$ cat src/rtl/srot_pkg.sv
package srot_pkg;

  typedef enum logic [2:0] {
    OP_SHL = 3'd0,
    OP_SHR = 3'd1,
    OP_SAR = 3'd2,
    OP_ROL = 3'd3,
    OP_ROR = 3'd4,
    OP_RCL = 3'd5,
    OP_RCR = 3'd6,
    OP_NOP = 3'd7
  } srot_op_e;

  typedef struct packed {
    logic ovf;
    logic sign;
    logic zero;
    logic par;
    logic carry;
  } srot_flags_t;

  localparam int FLG_W = $bits(srot_flags_t);

endpackage

$ cat src/rtl/srot_rst_sync.sv
module srot_rst_sync #(
  parameter int STAGES = 2
) (
  input  logic clk,
  input  logic rst_n,
  output logic rst_sn
);
  logic [STAGES-1:0] sync_q;

  always_ff @(posedge clk or negedge rst_n) begin
    if (!rst_n) sync_q <= '0;
    else        sync_q <= {sync_q[STAGES-2:0], 1'b1};
  end

  assign rst_sn = sync_q[STAGES-1];
endmodule

$ cat src/rtl/srot_lane.sv
module srot_lane
  import srot_pkg::*;
#(
  parameter int W = 8
) (
  input  logic [W-1:0] val_i,
  input  srot_op_e     op_i,
  input  logic         cin_i,
  output logic [W-1:0] res_o,
  output logic         cout_o,
  output logic         ovf_o
);
  always_comb begin
    res_o  = val_i;
    cout_o = cin_i;
    ovf_o  = 1'b0;
    case (op_i)
      OP_SHL: begin
        res_o  = {val_i[W-2:0], 1'b0};
        cout_o = val_i[W-1];
        ovf_o  = res_o[W-1] ^ val_i[W-1];
      end
      OP_SHR: begin
        res_o  = {1'b0, val_i[W-1:1]};
        cout_o = val_i[0];
        ovf_o  = val_i[W-1];
      end
      OP_SAR: begin
        res_o  = {val_i[W-1], val_i[W-1:1]};
        cout_o = val_i[0];
        ovf_o  = 1'b0;
      end
      OP_ROL: begin
        res_o  = {val_i[W-2:0], val_i[W-1]};
        cout_o = val_i[W-1];
        ovf_o  = res_o[W-1] ^ val_i[W-1];
      end
      OP_ROR: begin
        res_o  = {val_i[0], val_i[W-1:1]};
        cout_o = val_i[0];
        ovf_o  = res_o[W-1] ^ res_o[W-2];
      end
      OP_RCL: begin
        res_o  = {val_i[W-2:0], cin_i};
        cout_o = val_i[W-1];
        ovf_o  = res_o[W-1] ^ val_i[W-1];
      end
      OP_RCR: begin
        res_o  = {cin_i, val_i[W-1:1]};
        cout_o = val_i[0];
        ovf_o  = res_o[W-1] ^ res_o[W-2];
      end
      default: begin
        res_o  = val_i;
        cout_o = cin_i;
        ovf_o  = 1'b0;
      end
    endcase
  end
endmodule

$ cat src/rtl/srot_zsp.sv
module srot_zsp #(
  parameter int DATA_W = 16,
  parameter int BYTE_W = 8
) (
  input  logic [DATA_W-1:0] val_i,
  input  logic              word_i,
  output logic              zero_o,
  output logic              sign_o,
  output logic              par_o
);
  always_comb begin
    if (word_i) begin
      zero_o = (val_i == '0);
      sign_o = val_i[DATA_W-1];
    end else begin
      zero_o = (val_i[BYTE_W-1:0] == '0);
      sign_o = val_i[BYTE_W-1];
    end
    par_o = ~(^val_i[BYTE_W-1:0]);
  end
endmodule

$ cat src/rtl/srot_seq.sv
module srot_seq #(
  parameter int CNT_W = 5
) (
  input  logic             clk,
  input  logic             rst_n,
  input  logic             start_i,
  input  logic [CNT_W-1:0] count_i,
  input  logic             run_i,
  output logic             busy_o,
  output logic             done_o,
  output logic             load_o,
  output logic             step_o
);
  logic [CNT_W-1:0] cnt_q, cnt_n;
  logic             busy_q, busy_n;
  logic             done_q, done_n;

  always_comb begin
    cnt_n  = cnt_q;
    busy_n = busy_q;
    done_n = 1'b0;
    load_o = start_i && !busy_q;
    step_o = busy_q;
    if (busy_q) begin
      cnt_n = cnt_q - CNT_W'(1);
      if (cnt_q == CNT_W'(1)) begin
        busy_n = 1'b0;
        done_n = 1'b1;
      end
    end else if (start_i) begin
      cnt_n = count_i;
      if (run_i && (count_i != '0)) busy_n = 1'b1;
      else                          done_n = 1'b1;
    end
  end

  always_ff @(posedge clk or negedge rst_n) begin
    if (!rst_n) begin
      cnt_q  <= '0;
      busy_q <= 1'b0;
      done_q <= 1'b0;
    end else begin
      cnt_q  <= cnt_n;
      busy_q <= busy_n;
      done_q <= done_n;
    end
  end

  assign busy_o = busy_q;
  assign done_o = done_q;
endmodule

$ cat src/rtl/srot_unit.sv
module srot_unit
  import srot_pkg::*;
#(
  parameter int DATA_W = 16,
  parameter int CNT_W  = 5
) (
  input  logic              clk,
  input  logic              rst_n,
  input  logic              start_i,
  input  logic [2:0]        op_i,
  input  logic              word_i,
  input  logic [CNT_W-1:0]  count_i,
  input  logic [DATA_W-1:0] data_i,
  input  logic [4:0]        flags_i,
  output logic              busy_o,
  output logic              done_o,
  output logic [DATA_W-1:0] data_o,
  output logic [4:0]        flags_o
);
  localparam int BYTE_W = DATA_W / 2;
  localparam int NLANE  = 2;

  logic        rst_s;
  logic        load, step;
  srot_op_e    op_q, op_n;
  logic        word_q, word_n;
  logic [DATA_W-1:0] acc_q, acc_n, step_val;
  srot_flags_t flg_q, flg_n;

  logic [DATA_W-1:0] lane_res  [NLANE];
  logic [NLANE-1:0]  lane_cout;
  logic [NLANE-1:0]  lane_ovf;
  logic              zf, sf, pf;

  srot_rst_sync #(.STAGES(2)) u_rst (
    .clk    (clk),
    .rst_n  (rst_n),
    .rst_sn (rst_s)
  );

  srot_seq #(.CNT_W(CNT_W)) u_seq (
    .clk     (clk),
    .rst_n   (rst_s),
    .start_i (start_i),
    .count_i (count_i),
    .run_i   (op_i != OP_NOP),
    .busy_o  (busy_o),
    .done_o  (done_o),
    .load_o  (load),
    .step_o  (step)
  );

  // lane 0 works on the low byte, lane 1 on the full word
  for (genvar g = 0; g < NLANE; g++) begin : g_lane
    localparam int LW = (g == 0) ? BYTE_W : DATA_W;
    logic [LW-1:0] r;
    srot_lane #(.W(LW)) u_lane (
      .val_i  (acc_q[LW-1:0]),
      .op_i   (op_q),
      .cin_i  (flg_q.carry),
      .res_o  (r),
      .cout_o (lane_cout[g]),
      .ovf_o  (lane_ovf[g])
    );
    assign lane_res[g] = DATA_W'(r);
  end

  always_comb begin
    if (word_q) step_val = lane_res[1];
    else        step_val = {acc_q[DATA_W-1:BYTE_W], lane_res[0][BYTE_W-1:0]};
  end

  srot_zsp #(.DATA_W(DATA_W), .BYTE_W(BYTE_W)) u_zsp (
    .val_i  (step_val),
    .word_i (word_q),
    .zero_o (zf),
    .sign_o (sf),
    .par_o  (pf)
  );

  always_comb begin
    acc_n  = acc_q;
    flg_n  = flg_q;
    op_n   = op_q;
    word_n = word_q;
    if (load) begin
      acc_n  = data_i;
      flg_n  = srot_flags_t'(flags_i);
      op_n   = srot_op_e'(op_i);
      word_n = word_i;
    end else if (step) begin
      acc_n       = step_val;
      flg_n.carry = word_q ? lane_cout[1] : lane_cout[0];
      flg_n.ovf   = word_q ? lane_ovf[1]  : lane_ovf[0];
      flg_n.zero  = zf;
      flg_n.sign  = sf;
      flg_n.par   = pf;
    end
  end

  always_ff @(posedge clk or negedge rst_s) begin
    if (!rst_s) begin
      acc_q <= '0;
      flg_q <= '0;
    end else if (load || step) begin
      acc_q <= acc_n;
      flg_q <= flg_n;
    end
  end

  always_ff @(posedge clk or negedge rst_s) begin
    if (!rst_s) begin
      op_q   <= OP_NOP;
      word_q <= 1'b0;
    end else if (load) begin
      op_q   <= op_n;
      word_q <= word_n;
    end
  end

  assign data_o  = acc_q;
  assign flags_o = flg_q;
endmodule

$ cat config.mk
export PLATFORM = sky130hd
export DESIGN_NAME = srot_unit
export DESIGN_NICKNAME = d
export VERILOG_FILES = /design/src/rtl/srot_pkg.sv /design/src/rtl/srot_rst_sync.sv /design/src/rtl/srot_lane.sv /design/src/rtl/srot_zsp.sv /design/src/rtl/srot_seq.sv /design/src/rtl/srot_unit.sv
export SDC_FILE = /design/constraint.sdc
export NUM_CORES = 1
export LEC_CHECK = 0
export ABC_CLOCK_PERIOD_IN_PS = 1500
export BUFFER_PORTS_ARGS = -buffer_cell sky130_fd_sc_hd__buf_2
export CORE_ASPECT_RATIO = 0.75
export CORE_MARGIN = 2
export CORE_UTILIZATION = 40
export CTS_CLUSTER_SIZE = 12
export DETAILED_ROUTE_END_ITERATION = 16
export GPL_TIMING_DRIVEN = 1
export SYNTH_ARGS = -nofsm -noshare
export SYNTH_HDL_FRONTEND = slang
export SYNTH_HIERARCHICAL = 1
export SYNTH_SLANG_ARGS = --single-unit
$ cat constraint.sdc
create_clock -name clk -period 1.5 [get_ports clk]
set_clock_uncertainty 0.2 [all_clocks]
set_input_delay 0.075 -clock clk [delete_from_list [all_inputs] [get_ports clk]]
set_output_delay 0.075 -clock clk [all_outputs]
set_load 0.02 [all_outputs]
Yosys cells after proc, flatten, opt, wreduce, memory -nomap -nowiden
Cells that the tools add are included.
{"block": "word_totals", "ff_bits": 34, "latchBits": 0, "mem_bits_rw": 0, "romBits": 0, "inputBits": 33, "output_inout_bits": 23, "word_cells": 69, "mem_count": 0}
{"block": "op_classes", "add_sub_neg": 1, "multipliers": 0, "div": 0, "order_cmp": 0, "eq_ne": 8, "shift": 0, "n_mux": 25, "bitwise": 7, "reduce_logical": 16}
{"cell": "$pmux 16 s7", "count": 1}
{"cell": "$pmux 8 s7", "count": 1}
{"cell": "$mux 16", "count": 3}
{"cell": "$mux 5", "count": 4}
{"cell": "$logic_not 16->1", "count": 1}
{"cell": "$mux 1", "count": 12}
{"cell": "$eq 3x3->1 const B", "count": 3}
{"cell": "$logic_not 8->1", "count": 1}
{"cell": "$pmux 1 s4", "count": 2}
{"cell": "$reduce_xor 8->1", "count": 1}
{"cell": "$eq 3x2->1 const B", "count": 2}
{"cell": "$xor 1x1->1", "count": 6}
{"cell": "$eq 5x1->1 const B", "count": 1}
{"cell": "$reduce_bool 5->1", "count": 1}
{"cell": "$sub 5x1->5 const B", "count": 1}
{"cell": "$pmux 1 s2", "count": 2}
{"cell": "$reduce_bool 2->1", "count": 2}
{"cell": "$reduce_or 4->1", "count": 1}
{"cell": "$eq 3x1->1 const B", "count": 1}
{"cell": "$logic_not 3->1", "count": 1}
{"cell": "$ne 3x3->1 const B", "count": 1}
{"cell": "$reduce_and 3->1", "count": 1}
{"cell": "$reduce_bool 3->1", "count": 1}
{"cell": "$reduce_or 3->1", "count": 1}
{"cell": "5 further kinds", "count": 6}

Depth between registers and ports, before layout
Gate-level depths: netlist of run 1.
{"block": "depth", "depth_word": 7, "depth_mapped": 14, "ltp_nobuf": 11}

Cells and area by module
The synthesis of run 1 kept the hierarchy.
{"module": "srot_unit", "n_inst": 1, "cells_per_inst": 112, "area_per_inst_um2": 1393.8, "seq_area_each_um2": 629.4}
{"module": "srot_lane (g_lane[1].u_lane)", "n_inst": 1, "cells_per_inst": 156, "area_per_inst_um2": 1046.0, "seq_area_each_um2": 0.0}
{"module": "srot_lane (g_lane[0].u_lane)", "n_inst": 1, "cells_per_inst": 97, "area_per_inst_um2": 659.4, "seq_area_each_um2": 0.0}
{"module": "srot_seq", "n_inst": 1, "cells_per_inst": 42, "area_per_inst_um2": 405.4, "seq_area_each_um2": 175.2}
{"module": "srot_zsp", "n_inst": 1, "cells_per_inst": 22, "area_per_inst_um2": 152.6, "seq_area_each_um2": 0.0}
{"module": "srot_rst_sync", "n_inst": 1, "cells_per_inst": 3, "area_per_inst_um2": 53.8, "seq_area_each_um2": 50.0}

Least setup slack after synthesis of run 1
No wires, ideal clock.
{"block": "synth_timing", "kind": "reg-to-reg", "startpoint": "reg op_q[1]", "endpoint": "reg flg_q, in the netlist flags_o[1]", "setup_ns": 0.083, "arrival_time_ns": 2.368, "required_ns": 1.217, "path_slack_ns": -1.150, "path_stages_with_launch": 14, "n_path_buf": 2, "period_less_slack_ns": 2.650, "cell_sequence": "dfstp_2 buf_4 buf_2 mux2i_1 nand2_1 o211ai_1 o21ai_0 mux2_2 inv_1 ha_1 xnor2_1 xnor2_1 mux2i_1 o21ai_0"}
{"block": "synth_between", "elab_chain_len": 7, "elab_cells_between_ends": 14, "classes_between": "6 x eq/ne; 5 x mux; 1 x bitwise; 2 x reduce/logical"}
{"item": "start, declared", "line_no": "srot_unit.sv:25", "rtl": "srot_op_e op_q, op_n;"}
{"item": "start signal, assigned", "line_no": "srot_unit.sv:116", "rtl": "op_q <= op_n;"}
{"item": "$eq 3x3->1, or another cell as far along", "line_no": "srot_lane.sv:17", "rtl": "case (op_i)"}
{"item": "$pmux 16 s7 (*)", "line_no": "srot_lane.sv:17"}
{"item": "net g_lane[1].r[2]", "line_no": "srot_unit.sv:56", "rtl": "logic [LW-1:0] r;"}
{"item": "$mux 16 (*)", "line_no": "srot_unit.sv:69", "rtl": "if (word_q) step_val = lane_res[1];"}
{"item": "net step_val[2]", "line_no": "srot_unit.sv:27", "rtl": "logic [DATA_W-1:0] acc_q, acc_n, step_val;"}
{"item": "$reduce_xor 8->1 (*)", "line_no": "srot_zsp.sv:19", "rtl": "par_o = ~(^val_i[BYTE_W-1:0]);"}
{"item": "$not 1->1 (*)", "line_no": "srot_zsp.sv:19"}
{"item": "net pf", "line_no": "srot_unit.sv:33", "rtl": "logic zf, sf, pf;"}
{"item": "$mux 5 (*)", "line_no": "srot_unit.sv:91", "rtl": "end else if (step) begin"}
{"item": "$mux 5 (*)", "line_no": "srot_unit.sv:86", "rtl": "if (load) begin"}
{"item": "end signal, assigned", "line_no": "srot_unit.sv:107", "rtl": "flg_q <= flg_n;"}
{"item": "end, declared", "line_no": "srot_unit.sv:28", "rtl": "srot_flags_t flg_q, flg_n;"}
The timed path passes the listed nets; every way through them passes the cells marked *. The select of a mux whose other input is x is not followed.
A chain may end at the register's enable or synchronous reset.

Worst setup path in the final report of run 1
{"block": "layout_timing", "startpoint": "reg op_q[1]", "endpoint": "reg flg_q, in the netlist flags_o[1]"}
{"block": "layout_between", "elab_chain_len": 7, "elab_cells_between_ends": 14, "classes_between": "6 x eq/ne; 5 x mux; 1 x bitwise; 2 x reduce/logical"}
{"item": "$eq 3x3->1, or another cell as far along", "line_no": "srot_lane.sv:17"}
{"item": "$pmux 8 s7 (*)", "line_no": "srot_lane.sv:17"}
{"item": "net g_lane[0].r[4]", "line_no": "srot_unit.sv:56"}
{"item": "$mux 16 (*)", "line_no": "srot_unit.sv:69"}
{"item": "net step_val[4]", "line_no": "srot_unit.sv:27"}
{"item": "$reduce_xor 8->1 (*)", "line_no": "srot_zsp.sv:19"}
{"item": "$not 1->1 (*)", "line_no": "srot_zsp.sv:19"}
{"item": "net pf", "line_no": "srot_unit.sv:33"}
{"item": "$mux 5 (*)", "line_no": "srot_unit.sv:91"}
{"item": "$mux 5 (*)", "line_no": "srot_unit.sv:86"}
Marked as above.

==> summary by stage, run 1 <==
Run status
The run finished, with violations left. The final reports fail on negative setup slack.

Logic synthesis
The register bit count reported by yosys is 34. Counting every net in the synthesized netlist gives 471. The share of synthesized registers carrying an async set or reset is 100%. Counting flops with a built-in enable in the synthesized netlist gives 0. The area share of the largest cell type after synthesis is 20.9%. For this run, the leading register cell type out of synthesis is sky130_fd_sc_hd__dfrtp_1. The number of instances in the synthesized netlist is 432.

sky130_fd_sc_hd__dfrtp_1 takes more of the synthesized area than any other cell. The mean cell area of the mapped netlist is 8.59 um^2. The number of warning messages in the yosys log is 6. By area the synthesized netlist is led by sky130_fd_sc_hd__dfrtp_1 (21%), sky130_fd_sc_hd__mux2i_1 (16%), sky130_fd_sc_hd__o21ai_0 (6.3%). After synthesis, the netlist uses 59 different library cells. The cell area after synthesis is 3710 um^2. The fraction of the yosys area taken by sequential cells is 23.0%.

Clock network
After clock tree synthesis, the clock-pin slew on the worst setup and hold paths is 60 ps. TritonCTS built the clock tree. At the later pin of the worst-skew pair, clock insertion delay measures 280 ps.

The sink count of the clock tree is 34. The tree is rooted in a sky130_fd_sc_hd__clkbuf_16. The number of clock buffers added by TritonCTS is 5. The depth of the CTS H-tree is 2. In this run the deepest clock path goes through 2 buffers.

Finish
Of the cells placed in the final design, the portion with a size suffix greater than 1 is 39.8%. The total number of nets in the final design is 628. After the flow finishes, the layout carries non-filler instances totaling 718. The commonest non-fill, non-tap cell in the layout is sky130_fd_sc_hd__buf_4.

The area growth from synthesis to layout is 51.9%. The number of antenna diodes in the final layout is 0. The final instance area is 5640 um^2. The multi-input combinational cells in the finished layout cover a total of 2770 um^2. The number of fill cells in the layout is 723. The sequential cell area is 863 um^2. The top cell types in the final layout, fill and taps aside, are sky130_fd_sc_hd__buf_4 (73), sky130_fd_sc_hd__mux2i_1 (55), sky130_fd_sc_hd__buf_2 (55).

Place
The sum of net half-perimeters after detailed placement is 7570 um. The total instance count after detailed placement is 660. The post-detailed-placement cell area is 4680 um^2. Prior to clock tree synthesis, the placed netlist has a worst setup slack of -1360 ps. The final weighted congestion in routability-driven placement is 0.830. The count of buffers inserted at the top-level ports is 55.

Pwr
The leakage power total is 2.66 nW. Summed over all nets, the switching power comes to 7.23 mW. The worst IR drop on VDD is 0.00138 V. The internal portion of total power is 9.54 mW. The part of the total power dissipated in the clock network is 6.4%. The logic gate share of total power is 80.7%. The total power per unit cell area is 2980 nW/um^2.

The sequential group share of total power is 13.0%. The switching part of the total is 43.1%.

Min path
The worst hold path class is input port to flop. The cell depth of the worst hold path is 4. The startpoint of the tightest hold check path is count_i[1]. The worst hold path terminates at u_seq/busy_o$_DFF_PN0_.

Global routing
The wire length of the first global-routing pass is 18500 um. The via count of the first global-routing pass is 3677. The leftover overflow at the end of global routing is 0. The largest net degree at the start of global routing is 33.

The global routing usage summed across all routing layers is 22.7%. The initial antenna violation count is 0.

STA
Timing would allow up to 354 MHz. The final-report setup violation count is 21. Measured against its own limit, the worst slew margin works out to 43.2%. Setup repair after global routing could not meet its margin everywhere. The share of the clock period used by the worst path is 188%. The minimum setup slack in the final design is -1330 ps. The final hold violation count is 0. The number of max-slew violations in the final report is 0. The final critical path time including I/O delays and setup is 2830 ps. The pin slew with the least headroom to its limit is 849 ps.

Worst setup path
The critical path class is flop to flop. The type of destination of the critical path is a flop. At the worst endpoint, the arrival time is 2790 ps.

The start of the worst register-to-register path is op_q[1]$_DFFE_PN1P_. The setup check on the worst reg-to-reg path leaves a slack of -1330 ps. The endpoint of the most critical register-to-register path is flags_o[1]$_DFFE_PN0P_. The data required time at the worst endpoint is 1470 ps. STA classifies the critical path startpoint as a flop. The worst register-to-register path has a depth of 13. Along the worst path, the maximum fanout reaches 8.

Run
Across the run, the number of max-cap violations was 0.

Drt
The detailed-route DRC error count is 0. The total number of vias is 3915. For this run, the detailed router's first-pass iteration total came to 5.

The number of vias per cell after detailed routing is 5.45. The final wirelength is 11400 um. The violation count after the first detailed-route iteration is 276.

Dividing the detail-routed wire length by the instance count gives 15.8 um. The residual antenna-violating net count after detailed routing is 0.

Floorplan
The die height is 87.4 um. The die outline width is 115 um. The initial utilization of the core area, before any placement, comes to 41.0%. The floorplan step defined a die boundary enclosing 10100 um^2.

The number of cell rows is 30. The I/O pin total is 56. The area of the placeable core is 9050 um^2.
-- how the worst max path moves through the flow --
stage	from	depth (start not counted)	slack, ps	endpoint
2_1_floorplan	op_q[1]$_DFFE_PN1P_	14	-1100	flags_o[1]$_DFFE_PN0P_
3_3_place_gp	op_q[1]$_DFFE_PN1P_	12	-1310	flags_o[1]$_DFFE_PN0P_
3_5_place_dp	op_q[0]$_DFFE_PN1P_	10	-1360	flags_o[2]$_DFFE_PN0P_
4_1_cts	op_q[1]$_DFFE_PN1P_	13	-1270	flags_o[1]$_DFFE_PN0P_
5_1_grt	op_q[1]$_DFFE_PN1P_	13	-1370	flags_o[2]$_DFFE_PN0P_
6_report	op_q[1]$_DFFE_PN1P_	13	-1330	flags_o[1]$_DFFE_PN0P_
-- kinds of logic (layout without fill, tap and decap cells) --
logic type	count (synthesis)	in the layout	synth area share, %
adder cells (fa/ha/maj)	6	6	2.02
XOR/XNOR	6	6	1.62
other	1	1	0.101
multiplexers	83	83	24.1
flip-flops	34	34	23.0
AND/OR/NAND/NOR	136	136	20.7
AO/OA/AOI/OAI	110	110	19.6
buffers and inverters	56	214	8.87
-- power groups by stage --
stage / registers, mW / clock network [mW] / logic, mW
floorplan: 2.35 / 0 / 7.55
global placement: 2.18 / 0 / 10.8
detailed placement: 2.19 / 0 / 11.0
CTS: 2.18 / 1.09 / 12.4
global route: 2.26 / 1.12 / 14.5
finish: 2.18 / 1.06 / 13.5
-- stage by stage --
stage | util, % | setup TNS (ps) | hold slack, ps | total power, mW
after floorplan | - | -13820 | -421 | 9.91
after global placement | 51.8 | -18570 | -341 | 13.0
after detailed placement | 51.8 | -19070 | -338 | 13.2
after CTS | 59.5 | -18010 | 23.3 | 15.6
after global routing | 62.3 | -20260 | 44.6 | 17.9
final | 62.3 | -18900 | 33.2 | 16.8
-- area by class of cell --
| type | count | share of cell area [%] |
|---|---|---|
| inverters | 16 | 1.15 |
| clock buffers | 7 | 2.53 |
| flip-flops and latches | 34 | 15.3 |
| clock inverters | 1 | 0.0888 |
| multi-input cells | 342 | 49.1 |
| repair buffers | 190 | 29.0 |
| well taps | 128 | 2.84 |
-- per-layer routing --
| layer | vias up | wire length, um | global-route usage, % |
|---|---|---|---|
| met5 | - | 0 | 0 |
| met4 | 0 | 59 | 3.72 |
| met3 | 8 | 504 | 2.71 |
| met2 | 126 | 5190 | 35.3 |
| met1 | 1901 | 5620 | 34.1 |
| li1 | 1880 | - | - |
-- synthesized netlist by cell type, types with 3 or more instances --
library cell	n
sky130_fd_sc_hd__buf_6	7
sky130_fd_sc_hd__nand2_1	29
sky130_fd_sc_hd__and2_1	18
sky130_fd_sc_hd__a211o_1	7
sky130_fd_sc_hd__xnor2_1	4
sky130_fd_sc_hd__clkbuf_1	7
sky130_fd_sc_hd__dfrtp_1	31
sky130_fd_sc_hd__or3_1	18
sky130_fd_sc_hd__buf_2	15
sky130_fd_sc_hd__buf_4	8
sky130_fd_sc_hd__nor3b_1	14
sky130_fd_sc_hd__o21ai_0	47
sky130_fd_sc_hd__dfstp_2	3
sky130_fd_sc_hd__nor2b_1	8
sky130_fd_sc_hd__a221o_1	11
sky130_fd_sc_hd__nor2_1	19
sky130_fd_sc_hd__o22ai_1	5
sky130_fd_sc_hd__mux2_4	9
sky130_fd_sc_hd__a21oi_1	6
sky130_fd_sc_hd__mux2i_1	60
sky130_fd_sc_hd__and3_1	3
sky130_fd_sc_hd__nor3_1	3
sky130_fd_sc_hd__nand3_1	4
sky130_fd_sc_hd__inv_1	16
sky130_fd_sc_hd__nand2b_1	8
sky130_fd_sc_hd__o21ai_1	14
sky130_fd_sc_hd__ha_1	6
sky130_fd_sc_hd__mux2_2	14
-- timing repair --
action	4_1_cts	5_1_grt
hold buffers	34	0
pin swaps	14	14
cloned	1	3
endpoints found under the setup margin	22	26
buffers inserted	7	5
hold endpoints to repair	32	0
resized for setup	54	38
-- worst max-delay path: stages, from the launching register on --
cell and delay [ps]:
sky130_fd_sc_hd__dfstp_4 490, sky130_fd_sc_hd__buf_8 150, sky130_fd_sc_hd__clkbuf_16 160, sky130_fd_sc_hd__or2_4 260, sky130_fd_sc_hd__and3_1 180, sky130_fd_sc_hd__o21ai_1 140
sky130_fd_sc_hd__o21ai_1 80, sky130_fd_sc_hd__mux2_2 280, sky130_fd_sc_hd__inv_1 110, sky130_fd_sc_hd__ha_4 220, sky130_fd_sc_hd__xnor2_2 130, sky130_fd_sc_hd__xnor2_1 120
sky130_fd_sc_hd__mux2i_1 130, sky130_fd_sc_hd__o21ai_1 70
-- sequential cells by signal, summed over array words and instances, names as in the netlist --
signal and cells:
u_rst/sync_q 2, u_seq/done_o 1, word_q 1, op_q 3, flags_o 5, data_o 16, u_seq/busy_o 1, u_seq/cnt_q 5
Power figures use the tool's default switching activity.
==> inputs of run 2 (changes only) <==
Settings changed: ABC_AREA set to 1, SKIP_LAST_GASP set to 1.
==> summary by stage, run 2 <==
Worst setup path
In this run the worst path has a maximum fanout of 7. The cell occurring most often along the worst timing path is sky130_fd_sc_hd__buf_4. Data on the critical path is required at its endpoint by 1480 ps.

The category of the worst setup path launch point is a flop. Walking the worst path, the cells encountered are inv_4, nand3_2, inv_2, nor3_4, buf_6, o221ai_2, nand2_1, nand2_1, buf_4, buf_4, buf_4, buf_4, buf_4, buf_4, nand2_1, nand2_1. The critical path contains buffers and inverters numbering 9 combined. The number of gates on the worst path with buffers counted is 16. The delay of the slowest cell on the worst path is 640 ps. The depth of the most critical reg-to-reg path is 16. The arrival time reported for the critical path endpoint is 2660 ps.

The endpoint identified for the worst register-to-register timing path is data_o[6]$_DFFE_PN0P_. The setup check on the worst reg-to-reg path leaves a slack of -1180 ps. The type of destination of the critical path is a flop. For this design, the slowest cell found on the critical path is sky130_fd_sc_hd__dfstp_2. The critical path class is flop to flop. The family with the most delay on the worst path is buffers and inverters. The startpoint identified for the worst register-to-register timing path is op_q[2]$_DFFE_PN1P_.

Pwr
The leakage power total is 2.70 nW. In this run switching power makes up 47.3% of total power. The sequential group share of total power is 13.2%. In this run the power density over the cells is 2740 nW/um^2. The logic gate share of total power is 81.4%. The design draws 13.6 mW. The internal portion of the total power is 7.17 mW. In this run the power spent charging and discharging nets is 6.45 mW. The part of the total power dissipated in the clock network is 5.4%. The worst IR drop on VDD is 0.00135 V.

Finish
The share of layout cells above drive strength 1 is 41.8%. The net count of the finished layout is 694. The number of fill cells in the layout is 567. The final instance area is 4970 um^2. Leaving out fill and tap cells, the most frequent cell in the layout is sky130_fd_sc_hd__nand2_1. Summing all multi-input logic gate instances after layout gives 1950 um^2.

The final antenna diode count is 0. The area growth from synthesis to layout is 71.3%. The sequential cell area is 856 um^2. The register with the most flip-flops in the layout has 16 of them. The utilization of the core after routing is 71.7%.

The library cells used most frequently in the layout, excluding fill and tap cells, are sky130_fd_sc_hd__nand2_1 (163), sky130_fd_sc_hd__buf_4 (103), sky130_fd_sc_hd__inv_1 (64).

Place
At the end of routability-driven placement, the weighted congestion stood at 0.893. Summing all placed instances gives a cell area of 3850 um^2. The sum of net half-perimeters after detailed placement is 6740 um.

During placement, the flow inserted port buffers numbering 55.

Logic synthesis
A synthesized cell averages 6.42 um^2. The area share of the largest cell type after synthesis is 26.7%. In the synthesized netlist the dominant register cell turns out to be sky130_fd_sc_hd__dfrtp_1.

In this run, synthesis produced a sequential element count of 34. The share of synthesized registers carrying an async set or reset is 100%. In the post-synthesis netlist, the biggest area contributors are sky130_fd_sc_hd__dfrtp_1 (27%), sky130_fd_sc_hd__nand2_1 (23%), sky130_fd_sc_hd__inv_1 (9.3%). Yosys mapped the design onto 34 distinct sky130hd cell types. Of all cell types, the one taking the most synthesized area is sky130_fd_sc_hd__dfrtp_1. The synthesized netlist occupies a cell area of 2900 um^2. Of the synthesized area, sequential elements account for 29.5%. Yosys instantiated no cell more often than sky130_fd_sc_hd__nand2_1.

The number of nets in the synthesized netlist is 491. Yosys mapped a number of flops with a built-in enable equal to 0. The number of warning messages in the yosys log is 6.

Synthesis produced a netlist whose cell count is 452. The commonest cells after synthesis are sky130_fd_sc_hd__nand2_1 (179), sky130_fd_sc_hd__inv_1 (72), sky130_fd_sc_hd__dfrtp_1 (31), sky130_fd_sc_hd__nand3_1 (27), sky130_fd_sc_hd__nor2_1 (21).

Drt
Once detail routing completed, the nets flagged for antenna violations numbered 0. The number of detailed-route iterations in the first pass is 6. After detailed routing, the number of vias per cell comes to 4.94. The final route contains 3724 vias. Dividing the detail-routed wire length by the instance count gives 13.8 um. For this block, the initial DRC count from the detailed router was 400. After detailed routing, the number of remaining DRC violations is 0.

The routed design has 10400 um of wire.

Floorplan
The initial utilization of the core area, before any placement, comes to 41.9%. For this design the top-level I/O count stands at 56. The die outline width is 102 um. The die height is 77.8 um. The area of the placeable core is 6930 um^2. In this run the core area contains 26 standard-cell rows.

The die footprint is 7960 um^2.

STA
The share of the clock period used by the worst path is 179%. The final critical path time including I/O delays and setup is 2680 ps. The final hold violation count is 0. Setup repair after global routing could not meet its margin everywhere.

Setup violations remaining at the end of the flow were counted as 21. The upper clock frequency limit is 373 MHz. The setup total negative slack is -16170 ps.

The minimum setup slack in the final design is -1180 ps. The number of max-slew violations in the final report is 0.

Global routing
The total overflow left after global routing is 0. The via count of the first global-routing pass came to 3525. The first global-routing pass estimated 16600 um of wire. For this run, the total global-route usage over all layers was measured as 26.2%. The initial antenna violation count is 0. The largest net degree at the start of global routing is 19.

Clock network
TritonCTS built the clock tree. In this run the number of H-tree levels came out at 2. The master cell of the clock root buffer is sky130_fd_sc_hd__clkbuf_8.

The number of clock buffers added by TritonCTS is 5. No sink is reached through more buffers than the 2 on the longest clock path. Clock latency on the worst-skew pair, taken at its later pin, is 290 ps. The clock net in this run drives a total of 34 sinks. The clock-pin slew on the worst setup and hold paths is 80 ps.

Min path
The worst hold path belongs to the class flop to async pin.

Run status
The final reports fail on negative setup slack. The flow ran to the end, but the final reports show violations.

Run
Across the run, the number of max-cap violations was 0.
[run 2: cell types whose count changed after synthesis, moves of 23 or more]
cell | previous run | this run
sky130_fd_sc_hd__nand3_1 | 4 | 27
sky130_fd_sc_hd__o21ai_0 | 47 | 6
sky130_fd_sc_hd__mux2i_1 | 60 | 0
sky130_fd_sc_hd__inv_1 | 16 | 72
sky130_fd_sc_hd__nand2_1 | 29 | 179
[run 2: layout make-up]
type                            count  share of cell area [%]
Multi-Input combinational cell    326                    39.2
Timing Repair Buffer              210                    33.1
Sequential cell                    34                    17.2
Inverter                           78                    6.24
Tap cell                           98                    2.47
Clock buffer                        8                    1.81
[run 2: kinds of logic after synthesis]
logic type                 count (synthesis)  share of synthesized area [%]
other                                      1                          0.129
adders and majority gates                  6                           2.59
buffers and inverters                     92                           14.4
DFF                                       34                           29.5
xor gates and xnor gates                   2                          0.604
AOI/OAI and AO/OA                         57                           13.2
and+or+nand+nor                          260                           39.5
[run 2: routing by layer]
layer / wire length, um / track usage, % / vias up
met1: 4680 / 37.0 / 1725
met4: 90 / 5.07 / 0
met5: 0 / 0 / -
met3: 627 / 2.97 / 11
li1: - / - / 1845
met2: 5020 / 43.6 / 143
[run 2: power by group through the flow]
stage	registers [mW]	logic, mW	clock network (mW)
after floorplan	2.14	4.48	0
after global placement	1.80	7.70	0
after detailed placement	1.81	7.80	0
after CTS	1.79	9.90	0.742
after global routing	1.85	12.1	0.782
final	1.80	11.1	0.731
[run 2: worst max-delay path by stage]
stage | startpoint | to | slack (ps)
6_report | op_q[2]$_DFFE_PN1P_ | data_o[6]$_DFFE_PN0P_ | -1180
2_1_floorplan | op_q[0]$_DFFE_PN1P_ | flags_o[1]$_DFFE_PN0P_ | -1000
5_1_grt | op_q[0]$_DFFE_PN1P_ | flags_o[1]$_DFFE_PN0P_ | -1340
3_3_place_gp | op_q[1]$_DFFE_PN1P_ | flags_o[1]$_DFFE_PN0P_ | -1140
3_5_place_dp | op_q[1]$_DFFE_PN1P_ | flags_o[1]$_DFFE_PN0P_ | -1220
4_1_cts | op_q[0]$_DFFE_PN1P_ | flags_o[1]$_DFFE_PN0P_ | -1100
[run 2: what timing repair did]
item | CTS | global route
cloned | 1 | 1
resized for setup | 55 | 31
pin swaps | 25 | 32
hold buffers | 34 | 0
endpoints found under the hold margin | 37 | 0
buffers inserted | 25 | 14
endpoints found under the setup margin | 21 | 24
[run 2: stage by stage]
step                cells  hold WS, ps  setup slack (ps)
floorplan             452         -421             -1000
global placement      676         -337             -1140
detailed placement    676         -336             -1220
CTS                   744         30.1             -1100
global route          754         59.8             -1340
finish                754         19.9             -1180
==> inputs of run 3 (changes only) <==
Settings changed: ABC_AREA 1 to unset.
==> summary by stage, run 3 (synthesis gave the netlist of run 1 again) <==
Place
Summed over all nets, the half-perimeter wirelength after detailed placement is 7570 um. Once placement finished, the instance area stood at 4680 um^2. The final weighted congestion in routability-driven placement is 0.830. The number of placed instances, taps included, is 660. In this run the tool buffered the top-level ports with 55 buffer cells.

Global routing
The initial antenna violation count is 0. The global routing usage summed across all routing layers is 22.4%. The first global-routing pass estimated 18300 um of wire. The leftover overflow at the end of global routing is 0. The via count of the first global-routing pass is 3649. The largest net degree at the start of global routing is 33.

Clock network
The clock net in this run drives a total of 34 sinks. The clock buffer count from CTS is 5. The clock insertion delay at the later pin of the skew report is 280 ps. The master cell of the clock root buffer is sky130_fd_sc_hd__clkbuf_16. The depth of the CTS H-tree is 2. The clock-pin slew on the worst setup and hold paths is 60 ps. The maximum number of buffers from clock root to sink is 2. The clock tree from TritonCTS is done.

STA
Once routing completed, OpenROAD measured the worst setup slack at -1280 ps. The number of max-slew violations in the final report came to 0. The share of the clock period used by the worst path is 186%.

Setup violations remaining at the end of the flow were counted as 21. The final hold violation count is 0. The setup total negative slack is -18820 ps. The upper clock frequency limit is 359 MHz.

At the pin with the least slew margin, the transition time is 852 ps. Hold is met by 32.8 ps. Setup repair after global routing could not meet its margin everywhere. Measured against its own limit, the worst slew margin works out to 43.0%. The final critical path time including I/O delays and setup is 2780 ps.

Run status
The run finished, with violations left. The checks that failed: negative setup slack.

Drt
In the routed layout, each cell is associated on average with a via count of 5.34. After the first detailed-routing iteration, the DRC count stood at 285. In the routed design, unresolved DRC markers number 0. The total number of vias is 3836. After detailed routing, the average wire length per cell comes to 15.6 um. The final wirelength is 11200 um. The residual antenna-violating net count after detailed routing is 0. For this run, the detailed router's first-pass iteration total came to 5.

Pwr
In this run the static leakage power is 2.63 nW. The total power per unit cell area is 2910 nW/um^2. Summing internal, switching and leakage power gives 16.1 mW. VDD sags by at most 0.00137 V.

Floorplan
The die height is 87.4 um. The area of the placeable core is 9050 um^2. Pin placement for this block handled 56 I/O pins. The number of cell rows is 30.

Measured along the x axis, the die boundary spans 115 um. The effective utilization at floorplan is 41.0%. The die covers 10100 um^2.

Worst setup path
The worst setup path is captured at a flop. The launching instance or port of the critical path is op_q[1]$_DFFE_PN1P_. The most numerous cell type found on the critical path is sky130_fd_sc_hd__o21ai_1.

In this run the worst setup path terminates at flags_o[1]$_DFFE_PN0P_. The critical path goes through buf_6, clkbuf_16, or2_4, and3_1, o21ai_1, o21ai_1, mux2_2, inv_1, ha_1, xnor2_2, xnor2_1, mux2i_1, o21ai_1. In this run the critical register-to-register path is launched from op_q[1]$_DFFE_PN1P_.

Along the worst path, the maximum fanout reaches 8. The endpoint of the most critical register-to-register path is flags_o[1]$_DFFE_PN0P_. For the worst flop-to-flop path, the logic depth is 13. The kind of cell with the highest combined delay along the critical path is flip-flops.

The slowest stage of the critical path belongs to the cell sky130_fd_sc_hd__dfstp_4. The worst setup path is launched from a flop. The critical path runs through a total of 13 cells. For the worst setup path, the data arrival time is 2750 ps.

The data required time at the worst endpoint is 1470 ps. By startpoint and endpoint, the worst setup path is classified as flop to flop. The setup slack of the worst register-to-register path is -1280 ps. For this run, the slowest stage of the critical path takes 490 ps.

The total buffers and inverters traversed by the critical path is 3.

Finish
The net count of the finished layout is 629. Once layout is done, the placed cells without fillers occupy 5520 um^2. The area occupied by multi-input gates is 2700 um^2. The share of layout cells above drive strength 1 is 38.9%. The number of fill cells in the layout is 741. In the layout the commonest cells are sky130_fd_sc_hd__buf_4 (82), sky130_fd_sc_hd__mux2i_1 (57), sky130_fd_sc_hd__buf_2 (55). The flip-flop count of the largest register, all copies and words added is 16. 0 antenna diodes ended up in the layout.

The area growth from synthesis to layout is 48.8%. In the final layout, flip-flops and latches occupy 863 um^2. The finished layout holds 719 standard cells, fillers aside. The commonest non-fill, non-tap cell in the layout is sky130_fd_sc_hd__buf_4.

Run
The max capacitance violation total is 0.

Min path
The worst hold path class is input port to flop.
## run 3: cell count changes in the layout (fill, tap and decap cells not counted), moves of 11 or more
cell / before / now
sky130_fd_sc_hd__nand2_2: 29 / 0
sky130_fd_sc_hd__nand2_1: 163 / 29
sky130_fd_sc_hd__a221o_1: 0 / 11
sky130_fd_sc_hd__or3_1: 0 / 18
sky130_fd_sc_hd__mux2i_1: 0 / 57
sky130_fd_sc_hd__o21ai_1: 4 / 38
sky130_fd_sc_hd__mux2_4: 0 / 19
sky130_fd_sc_hd__nor3b_1: 0 / 13
sky130_fd_sc_hd__o21ai_0: 5 / 21
sky130_fd_sc_hd__buf_4: 103 / 82
sky130_fd_sc_hd__and2_1: 0 / 18
sky130_fd_sc_hd__inv_1: 64 / 12
sky130_fd_sc_hd__a21oi_1: 18 / 5
## run 3: repair_timing
action | CTS | global route
buffers inserted | 7 | 6
gates resized for setup | 38 | 25
hold buffers | 34 | 0
setup endpoints to repair | 22 | 26
endpoints found under the hold margin | 32 | 0
pin swaps | 13 | 7
gates cloned | 1 | 3
## run 3: area by class of cell
class	count	area share [%]
multi-input cells	342	48.9
repair buffers	191	28.8
flip-flops and latches	34	15.6
well taps	128	2.90
clock buffers	7	2.58
inverters	16	1.18
clock inverters	1	0.0906
## run 3: metal layers
layer | global-route usage [%] | share of wire, %
met4 | 3.94 | 0.66
met5 | 0 | 0
met3 | 2.78 | 4.8
met2 | 35.0 | 45
met1 | 33.6 | 49
## run 3: worst min-delay path by stage
stage	depth (start not counted)	slack [ps]	to	startpoint
finish	4	30	u_seq/busy_o$_DFF_PN0_	count_i[1]
floorplan	0	-420	u_rst/sync_q[0]$_DFF_PN0_	rst_n
detailed placement	1	-340	u_rst/sync_q[1]$_DFF_PN0_	rst_n
global route	4	40	u_seq/busy_o$_DFF_PN0_	count_i[2]
global placement	1	-340	u_rst/sync_q[0]$_DFF_PN0_	rst_n
CTS	4	20	u_seq/cnt_q[1]$_DFFE_PN0P_	start_i
## run 3: worst register-to-register path: stages, from the launching register on
cell and delay, ps:
sky130_fd_sc_hd__dfstp_4 490, sky130_fd_sc_hd__buf_6 150, sky130_fd_sc_hd__clkbuf_16 160, sky130_fd_sc_hd__or2_4 260, sky130_fd_sc_hd__and3_1 180, sky130_fd_sc_hd__o21ai_1 120
sky130_fd_sc_hd__o21ai_1 70, sky130_fd_sc_hd__mux2_2 270, sky130_fd_sc_hd__inv_1 60, sky130_fd_sc_hd__ha_1 250, sky130_fd_sc_hd__xnor2_2 150, sky130_fd_sc_hd__xnor2_1 130
sky130_fd_sc_hd__mux2i_1 130, sky130_fd_sc_hd__o21ai_1 70
## run 3: stage by stage
step,setup WS [ps],util [%]
floorplan,-1100,-
global placement,-1310,51.8
detailed placement,-1360,51.8
CTS,-1270,59.0
global route,-1360,61.0
finish,-1280,61.0
## run 3: report_power, final
part / leakage, nW / internal [mW] / switching [mW] / total [mW]
registers: 0.407 / 1.43 / 0.734 / 2.16
logic: 2.15 / 7.04 / 5.82 / 12.9
clock network: 0.0739 / 0.659 / 0.406 / 1.07
total: 2.63 / 9.13 / 6.96 / 16.1
